### src/rtl/audio_rx_fifo_pkg.sv
`timescale 1ns/1ps
package audio_rx_fifo_pkg;
  typedef enum logic [1:0] {
    THR_SEL_A = 2'd0,
    THR_SEL_B = 2'd1,
    THR_SEL_C = 2'd2,
    THR_SEL_D = 2'd3
  } thr_sel_e;

  typedef struct packed {
    logic     rd_zero;
    logic     off;
    logic     fifo_rst;
    thr_sel_e thr_sel;
    logic     autosync;
  } rx_cfg_t;
endpackage

### src/rtl/audio_rx_fifo_store.sv
`timescale 1ns/1ps
module audio_rx_fifo_store #(
  parameter int unsigned DW    = 24,
  parameter int unsigned DEPTH = 8,
  localparam int unsigned AW   = $clog2(DEPTH)
) (
  input  logic          clk_i,
  input  logic          rst_ni,
  input  logic          wr_en_i,
  input  logic [AW-1:0] wr_addr_i,
  input  logic [DW-1:0] wr_data_i,
  input  logic [AW-1:0] rd_addr_i,
  output logic [DW-1:0] rd_data_o
);
  logic [DW-1:0] mem_q [DEPTH];

  for (genvar g = 0; g < DEPTH; g++) begin : g_slot
    always_ff @(posedge clk_i or negedge rst_ni) begin
      if (!rst_ni) mem_q[g] <= '0;
      else if (wr_en_i && wr_addr_i == AW'(g)) mem_q[g] <= wr_data_i;
    end
  end

  assign rd_data_o = mem_q[rd_addr_i];
endmodule

### src/rtl/audio_rx_fifo_ctrl.sv
`timescale 1ns/1ps
module audio_rx_fifo_ctrl
  import audio_rx_fifo_pkg::*;
#(
  parameter int unsigned DEPTH = 8,
  localparam int unsigned AW   = $clog2(DEPTH),
  localparam int unsigned CW   = $clog2(DEPTH + 1)
) (
  input  logic          clk_i,
  input  logic          rst_ni,
  input  rx_cfg_t       cfg_i,
  input  logic          in_valid_i,
  input  logic          in_left_i,
  input  logic          rd_i,
  output logic          wr_en_o,
  output logic [AW-1:0] wr_addr_o,
  output logic [AW-1:0] rd_addr_o,
  output logic [CW-1:0] level_o,
  output logic          overflow_o
);
  logic [AW-1:0] wr_ptr_q, rd_ptr_q;
  logic [CW-1:0] cnt_q;
  logic          ovf_q, sync_q;
  logic          full, empty, in_ok, realign, push, pop, drop;

  always_comb begin
    full    = cnt_q == CW'(DEPTH);
    empty   = cnt_q == '0;
    in_ok   = in_valid_i && !cfg_i.off && !cfg_i.fifo_rst;
    // pending sync: a left sample restarts the store at a pair boundary
    realign = in_ok && sync_q && in_left_i;
    push    = in_ok && !realign && !full;
    drop    = in_ok && !realign && full;
    pop     = rd_i && !empty && !cfg_i.fifo_rst && !realign;
  end

  always_ff @(posedge clk_i or negedge rst_ni) begin
    if (!rst_ni) begin
      wr_ptr_q <= '0;
      rd_ptr_q <= '0;
      cnt_q    <= '0;
      ovf_q    <= 1'b0;
      sync_q   <= 1'b0;
    end else if (cfg_i.fifo_rst) begin
      rd_ptr_q <= wr_ptr_q - AW'(1);
      cnt_q    <= CW'(1);
      ovf_q    <= 1'b0;
      sync_q   <= cfg_i.autosync;
    end else if (realign) begin
      rd_ptr_q <= wr_ptr_q;
      wr_ptr_q <= wr_ptr_q + AW'(1);
      cnt_q    <= CW'(1);
      sync_q   <= 1'b0;
    end else begin
      wr_ptr_q <= wr_ptr_q + AW'(push);
      rd_ptr_q <= rd_ptr_q + AW'(pop);
      cnt_q    <= cnt_q + CW'(push) - CW'(pop);
      if (drop) ovf_q <= 1'b1;
      if (!cfg_i.autosync) sync_q <= 1'b0;
    end
  end

  assign wr_en_o    = push || realign;
  assign wr_addr_o  = wr_ptr_q;
  assign rd_addr_o  = rd_ptr_q;
  assign level_o    = cnt_q;
  assign overflow_o = ovf_q;
endmodule

### src/rtl/audio_rx_fifo_thresh.sv
`timescale 1ns/1ps
module audio_rx_fifo_thresh
  import audio_rx_fifo_pkg::*;
#(
  parameter int unsigned DEPTH = 8,
  parameter int unsigned THR_A = 1,
  parameter int unsigned THR_B = 2,
  parameter int unsigned THR_C = 3,
  parameter int unsigned THR_D = 6,
  localparam int unsigned CW   = $clog2(DEPTH + 1)
) (
  input  thr_sel_e      sel_i,
  input  logic [CW-1:0] level_i,
  output logic          hit_o
);
  logic [CW-1:0] limit;

  always_comb begin
    unique case (sel_i)
      THR_SEL_A: limit = CW'(THR_A);
      THR_SEL_B: limit = CW'(THR_B);
      THR_SEL_C: limit = CW'(THR_C);
      default:   limit = CW'(THR_D);
    endcase
    hit_o = level_i >= limit;
  end
endmodule

### src/rtl/audio_rx_fifo.sv
`timescale 1ns/1ps
module audio_rx_fifo
  import audio_rx_fifo_pkg::*;
#(
  parameter int unsigned DW    = 24,
  parameter int unsigned DEPTH = 8,
  parameter int unsigned THR_A = 1,
  parameter int unsigned THR_B = 2,
  parameter int unsigned THR_C = 3,
  parameter int unsigned THR_D = 6,
  localparam int unsigned AW   = $clog2(DEPTH),
  localparam int unsigned CW   = $clog2(DEPTH + 1)
) (
  input  logic          clk_i,
  input  logic          rst_ni,
  input  logic          cfg_rd_zero_i,
  input  logic          cfg_off_i,
  input  logic          cfg_fifo_rst_i,
  input  logic [1:0]    cfg_full_sel_i,
  input  logic          cfg_autosync_i,
  input  logic          in_valid_i,
  input  logic          in_left_i,
  input  logic [DW-1:0] in_data_i,
  input  logic          rd_i,
  output logic [DW-1:0] rd_data_o,
  output logic [CW-1:0] level_o,
  output logic          full_irq_o,
  output logic          dma_req_o,
  output logic          overflow_o
);
  rx_cfg_t       cfg;
  logic          wr_en;
  logic [AW-1:0] wr_addr, rd_addr;
  logic [DW-1:0] head;
  logic          hit;

  assign cfg = '{rd_zero:  cfg_rd_zero_i,
                 off:      cfg_off_i,
                 fifo_rst: cfg_fifo_rst_i,
                 thr_sel:  thr_sel_e'(cfg_full_sel_i),
                 autosync: cfg_autosync_i};

  audio_rx_fifo_ctrl #(.DEPTH(DEPTH)) u_ctrl (
    .clk_i, .rst_ni,
    .cfg_i      (cfg),
    .in_valid_i, .in_left_i, .rd_i,
    .wr_en_o    (wr_en),
    .wr_addr_o  (wr_addr),
    .rd_addr_o  (rd_addr),
    .level_o,
    .overflow_o
  );

  audio_rx_fifo_store #(.DW(DW), .DEPTH(DEPTH)) u_store (
    .clk_i, .rst_ni,
    .wr_en_i   (wr_en),
    .wr_addr_i (wr_addr),
    .wr_data_i (in_data_i),
    .rd_addr_i (rd_addr),
    .rd_data_o (head)
  );

  audio_rx_fifo_thresh #(
    .DEPTH(DEPTH), .THR_A(THR_A), .THR_B(THR_B), .THR_C(THR_C), .THR_D(THR_D)
  ) u_thresh (
    .sel_i   (cfg.thr_sel),
    .level_i (level_o),
    .hit_o   (hit)
  );

  assign rd_data_o  = (cfg_rd_zero_i || level_o == '0) ? '0 : head;
  assign full_irq_o = hit;
  assign dma_req_o  = hit;
endmodule

### config.mk
export PLATFORM = sky130hd
export DESIGN_NAME = audio_rx_fifo
export DESIGN_NICKNAME = d
export VERILOG_FILES = /design/src/rtl/audio_rx_fifo_pkg.sv /design/src/rtl/audio_rx_fifo_store.sv /design/src/rtl/audio_rx_fifo_ctrl.sv /design/src/rtl/audio_rx_fifo_thresh.sv /design/src/rtl/audio_rx_fifo.sv
export SDC_FILE = /design/constraint.sdc
export NUM_CORES = 1
export LEC_CHECK = 0
export BUFFER_PORTS_ARGS = -buffer_cell sky130_fd_sc_hd__buf_2
export CELL_PAD_IN_SITES_DETAIL_PLACEMENT = 1
export CELL_PAD_IN_SITES_GLOBAL_PLACEMENT = 2
export CORE_ASPECT_RATIO = 1.2
export CORE_MARGIN = 3
export CORE_UTILIZATION = 45
export CTS_CLUSTER_SIZE = 20
export DETAILED_ROUTE_END_ITERATION = 8
export HOLD_SLACK_MARGIN = 0.12
export PLACE_DENSITY = 0.85
export SLEW_MARGIN = 20
export SYNTH_ARGS = -nofsm -noshare
export SYNTH_HDL_FRONTEND = slang
export SYNTH_SLANG_ARGS = --single-unit
### constraint.sdc
create_clock -name clk_i -period 2.98 [get_ports clk_i]
set_clock_uncertainty 0.05 [all_clocks]
set_input_delay 0.298 -clock clk_i [delete_from_list [all_inputs] [get_ports clk_i]]
set_output_delay 0.298 -clock clk_i [all_outputs]
set_load 0.03 [all_outputs]
==> results.py <==
metrics = {
    "critical_path": {
        "path_cells": "inv_1 > ha_1 > nor3b_1 > buf_4 > nor3b_2 > buf_6 > a22o_1 > buf_2",
        "slowest_delay_ns": 0.37,
        "worstSetupStartpoint": "u_ctrl.level_o[2]",
        "worstReg2RegStart": "u_ctrl.level_o[2]",
        "crit_path_max_fanout": 24,
        "regToRegEndpoint": "u_ctrl.level_o[2]",
        "cp_top_family": "buffers and inverters",
        "ff2ff_path_depth": 10,
        "cp.arrival_ns": 2.47,
        "cp-start-kind": "flip-flop",
        "reg2reg_slack_ns": 0.39,
        "endpoint": "rd_data_o[11]",
        "cpMaxStageDelayCell": "dfrtp_1",
        "cp.required_ns": 2.63,
        "critPathCaptureType": "primary output",
        "cp_num_cells": 8,
        "path_class": "flip-flop to primary output",
        "path_buf_inv": 4,
    },
    "global_route": {
        "gr-total-overflow": 0,
        "grt_pass1_wl_mm": 36.45,
        "grt_pass1_vias": 6449,
        "grt_usage_pct": 19.56,
        "grt_max_degree": 79,
        "grt_antenna_before_repair": 0,
    },
    "cells_and_area": {
        "final_area_um2": 11410,
        "final_cell_mix": "202 x dfrtp_1, 175 x mux2_2, 64 x buf_2, 48 x mux4_2, 27 x dlygate4sd3_1",
        "drive_above_1_share_pct": 52.11,
        "syn_to_final_growth_pct": 18.05,
        "final_common_cell": "dfrtp_1",
        "antennaDiodeCount": 0,
        "nets": 751,
    },
    "synthesis": {
        "synth.distinct_cells": 43,
        "syn_area_per_cell_um2": 16.35,
        "ys_async_sr_fraction_pct": 100.0,
        "netlist_area_um2": 9663,
        "syn-num-nets": 645,
        "synth_ff_type": "dfrtp_1",
        "synth_seq_area_share_pct": 52.83,
        "synth-edff-count": 0,
        "synth_seq_cells": 204,
        "yosys_warnings": 0,
        "synth_cells": 591,
    },
    "cts": {
        "clk_pin_slew_worst_paths_ns": 0.06,
        "clk_path_buf_depth": 3,
        "numCtsBuffers": 22,
        "clock-sinks": 204,
        "cts_root_buf": "clkbuf_16",
        "clkLatencyLatePin_ns": 0.50,
        "tritoncts": "done",
        "h-tree-depth": 1,
    },
    "floorplanning": {
        "die_w_um": 139.8,
        "fp.dieH_um": 166.5,
        "io_pins": 66,
        "initial_utilization_pct": 45.92,
        "die_area_um2": 23280,
        "fp.coreArea_um2": 21050,
        "rows": 58,
    },
    "power": {
        "ir_worst_vdd_mv": 0.5349,
        "leakage_nw": 5.185,
        "powerDensity_nw_per_um2": 999.6,
    },
    "sta": {
        "worst_pin_slew_ns": 0.8513,
        "relSlewSlack_pct": 43.25,
        "setup_tns_ns": 0,
        "fmax_mhz": 354.8,
        "setup_violations": 0,
        "hold_viol_final": 0,
        "period_share_pct": 94.57,
        "slew_viol_final": 0,
        "whs_ns": 0.2769,
        "layout_min_cycle_time_ns": 2.818,
        "rsz0062_at_grt": "no",
    },
    "routing": {
        "route.detailed.drc": 0,
        "viasPerCell": 5.706,
        "vias": 5603,
        "wl_mm": 22.57,
        "drtIter0Drc": 203,
        "wire_per_inst_um": 22.98,
        "ant_nets": 0,
        "first_pass_iters": 4,
    },
    "placement": {
        "place_congestion": 0.8033,
        "postPlaceCellArea_um2": 10410,
        "dp_hpwl_mm": 14.32,
        "place.port_buffers": 65,
    },
    "flow_run": {
        "drv_cap": 0,
    },
    "outcome": {
        "status": "complete, no violations",
    },
    "hold_path": {
        "hp-class": "primary input to flip-flop",
    },
}
timing repair:
action | 4_1_cts | 5_1_grt
hold endpoints to repair | 269 | 0
setup endpoints to repair | 0 | 5
hold buffers | 27 | 0
gates resized for setup | 0 | 1
setup buffers | 0 | 0
metrics by stage:
stage | cells | worst slack (ns) | power, W | utilization [%]
after floorplan | 591 | 0.2908 | 0.007492 | -
after global placement | 916 | 0.4302 | 0.008400 | 49.45
after detailed placement | 916 | 0.3783 | 0.008737 | 49.45
after CTS | 982 | 0.01923 | 0.01154 | 54.19
after global routing | 982 | 0.005119 | 0.01207 | 54.20
final | 982 | 0.1618 | 0.01140 | 54.20
state kept, by name (all words and copies together) (netlist names):
name / flops
u_store.mem_q: 192
u_ctrl.level_o: 4
u_ctrl.rd_addr_o: 3
u_ctrl.wr_addr_o: 3
u_ctrl.overflow_o: 1
u_ctrl.sync_q: 1
area by class of cell:
class                           instances  area, um2
Clock buffer                           33      643.1
Clock inverter                          6      82.58
Fill cell                            1989       9638
Inverter                               17      63.81
Multi-Input combinational cell        334       4267
Sequential cell                       204       5110
Tap cell                              270      337.8
Timing Repair Buffer                  118      903.4
power breakdown:
group | internal [W] | switching (W)
logic | 0.00222 | 0.00180
registers | 0.00391 | 0.000745
clock network | 0.00166 | 0.00106
total | 0.00780 | 0.00361
worst register-to-register path: stages (launching register included):
cell	delay, ns
dfrtp_1	0.39
inv_1	0.11
ha_1	0.15
nor3b_1	0.31
and3b_1	0.24
ha_1	0.27
inv_1	0.04
ha_1	0.20
fa_1	0.38
xor2_1	0.17
and3_1	0.17
kinds of logic after synthesis:
kind of cell	synth area share [%]
AOI/OAI and AO/OA	5.348
xor gates and xnor gates	0.2720
adders and majority gates	2.538
buffers and inverters	3.172
DFF	52.83
muxes	34.29
and+or+nand+nor	1.554
layer usage:
metal | GRT usage, % | wire length [um]
met5 | 0 | 0
met4 | 4.130 | 299
met3 | 2.814 | 795
met2 | 35.17 | 12220
met1 | 25.25 | 9256
synthesized netlist by cell type, types with 3 or more instances:
cell	n	area share, %
clkbuf_1	9	0.35
a2111oi_4	8	2.3
buf_2	13	0.67
nor2_1	4	0.16
mux4_2	48	11
nor3b_1	4	0.31
a22o_1	24	2.2
buf_6	9	1.0
nand2_1	3	0.12
mux2_4	10	1.6
mux2_1	9	1.0
inv_1	16	0.62
mux2_2	175	20
ha_1	18	2.3
dfrtp_1	204	53
how the worst min path moves through the flow:
| stage | to | from | slack (ns) | depth (start not counted) |
|---|---|---|---|---|
| after floorplan | u_ctrl.level_o[0] | rst_ni | -0.05 | 0 |
| after global placement | u_store.mem_q[101] | rst_ni | 0.32 | 1 |
| after detailed placement | u_store.mem_q[125] | rst_ni | 0.33 | 1 |
| after CTS | u_ctrl.level_o[2] | cfg_off_i | 0.25 | 3 |
| after global routing | u_ctrl.level_o[1] | cfg_off_i | 0.30 | 3 |
| final | u_ctrl.level_o[2] | cfg_off_i | 0.28 | 3 |
(Power assumes the default switching activity.)
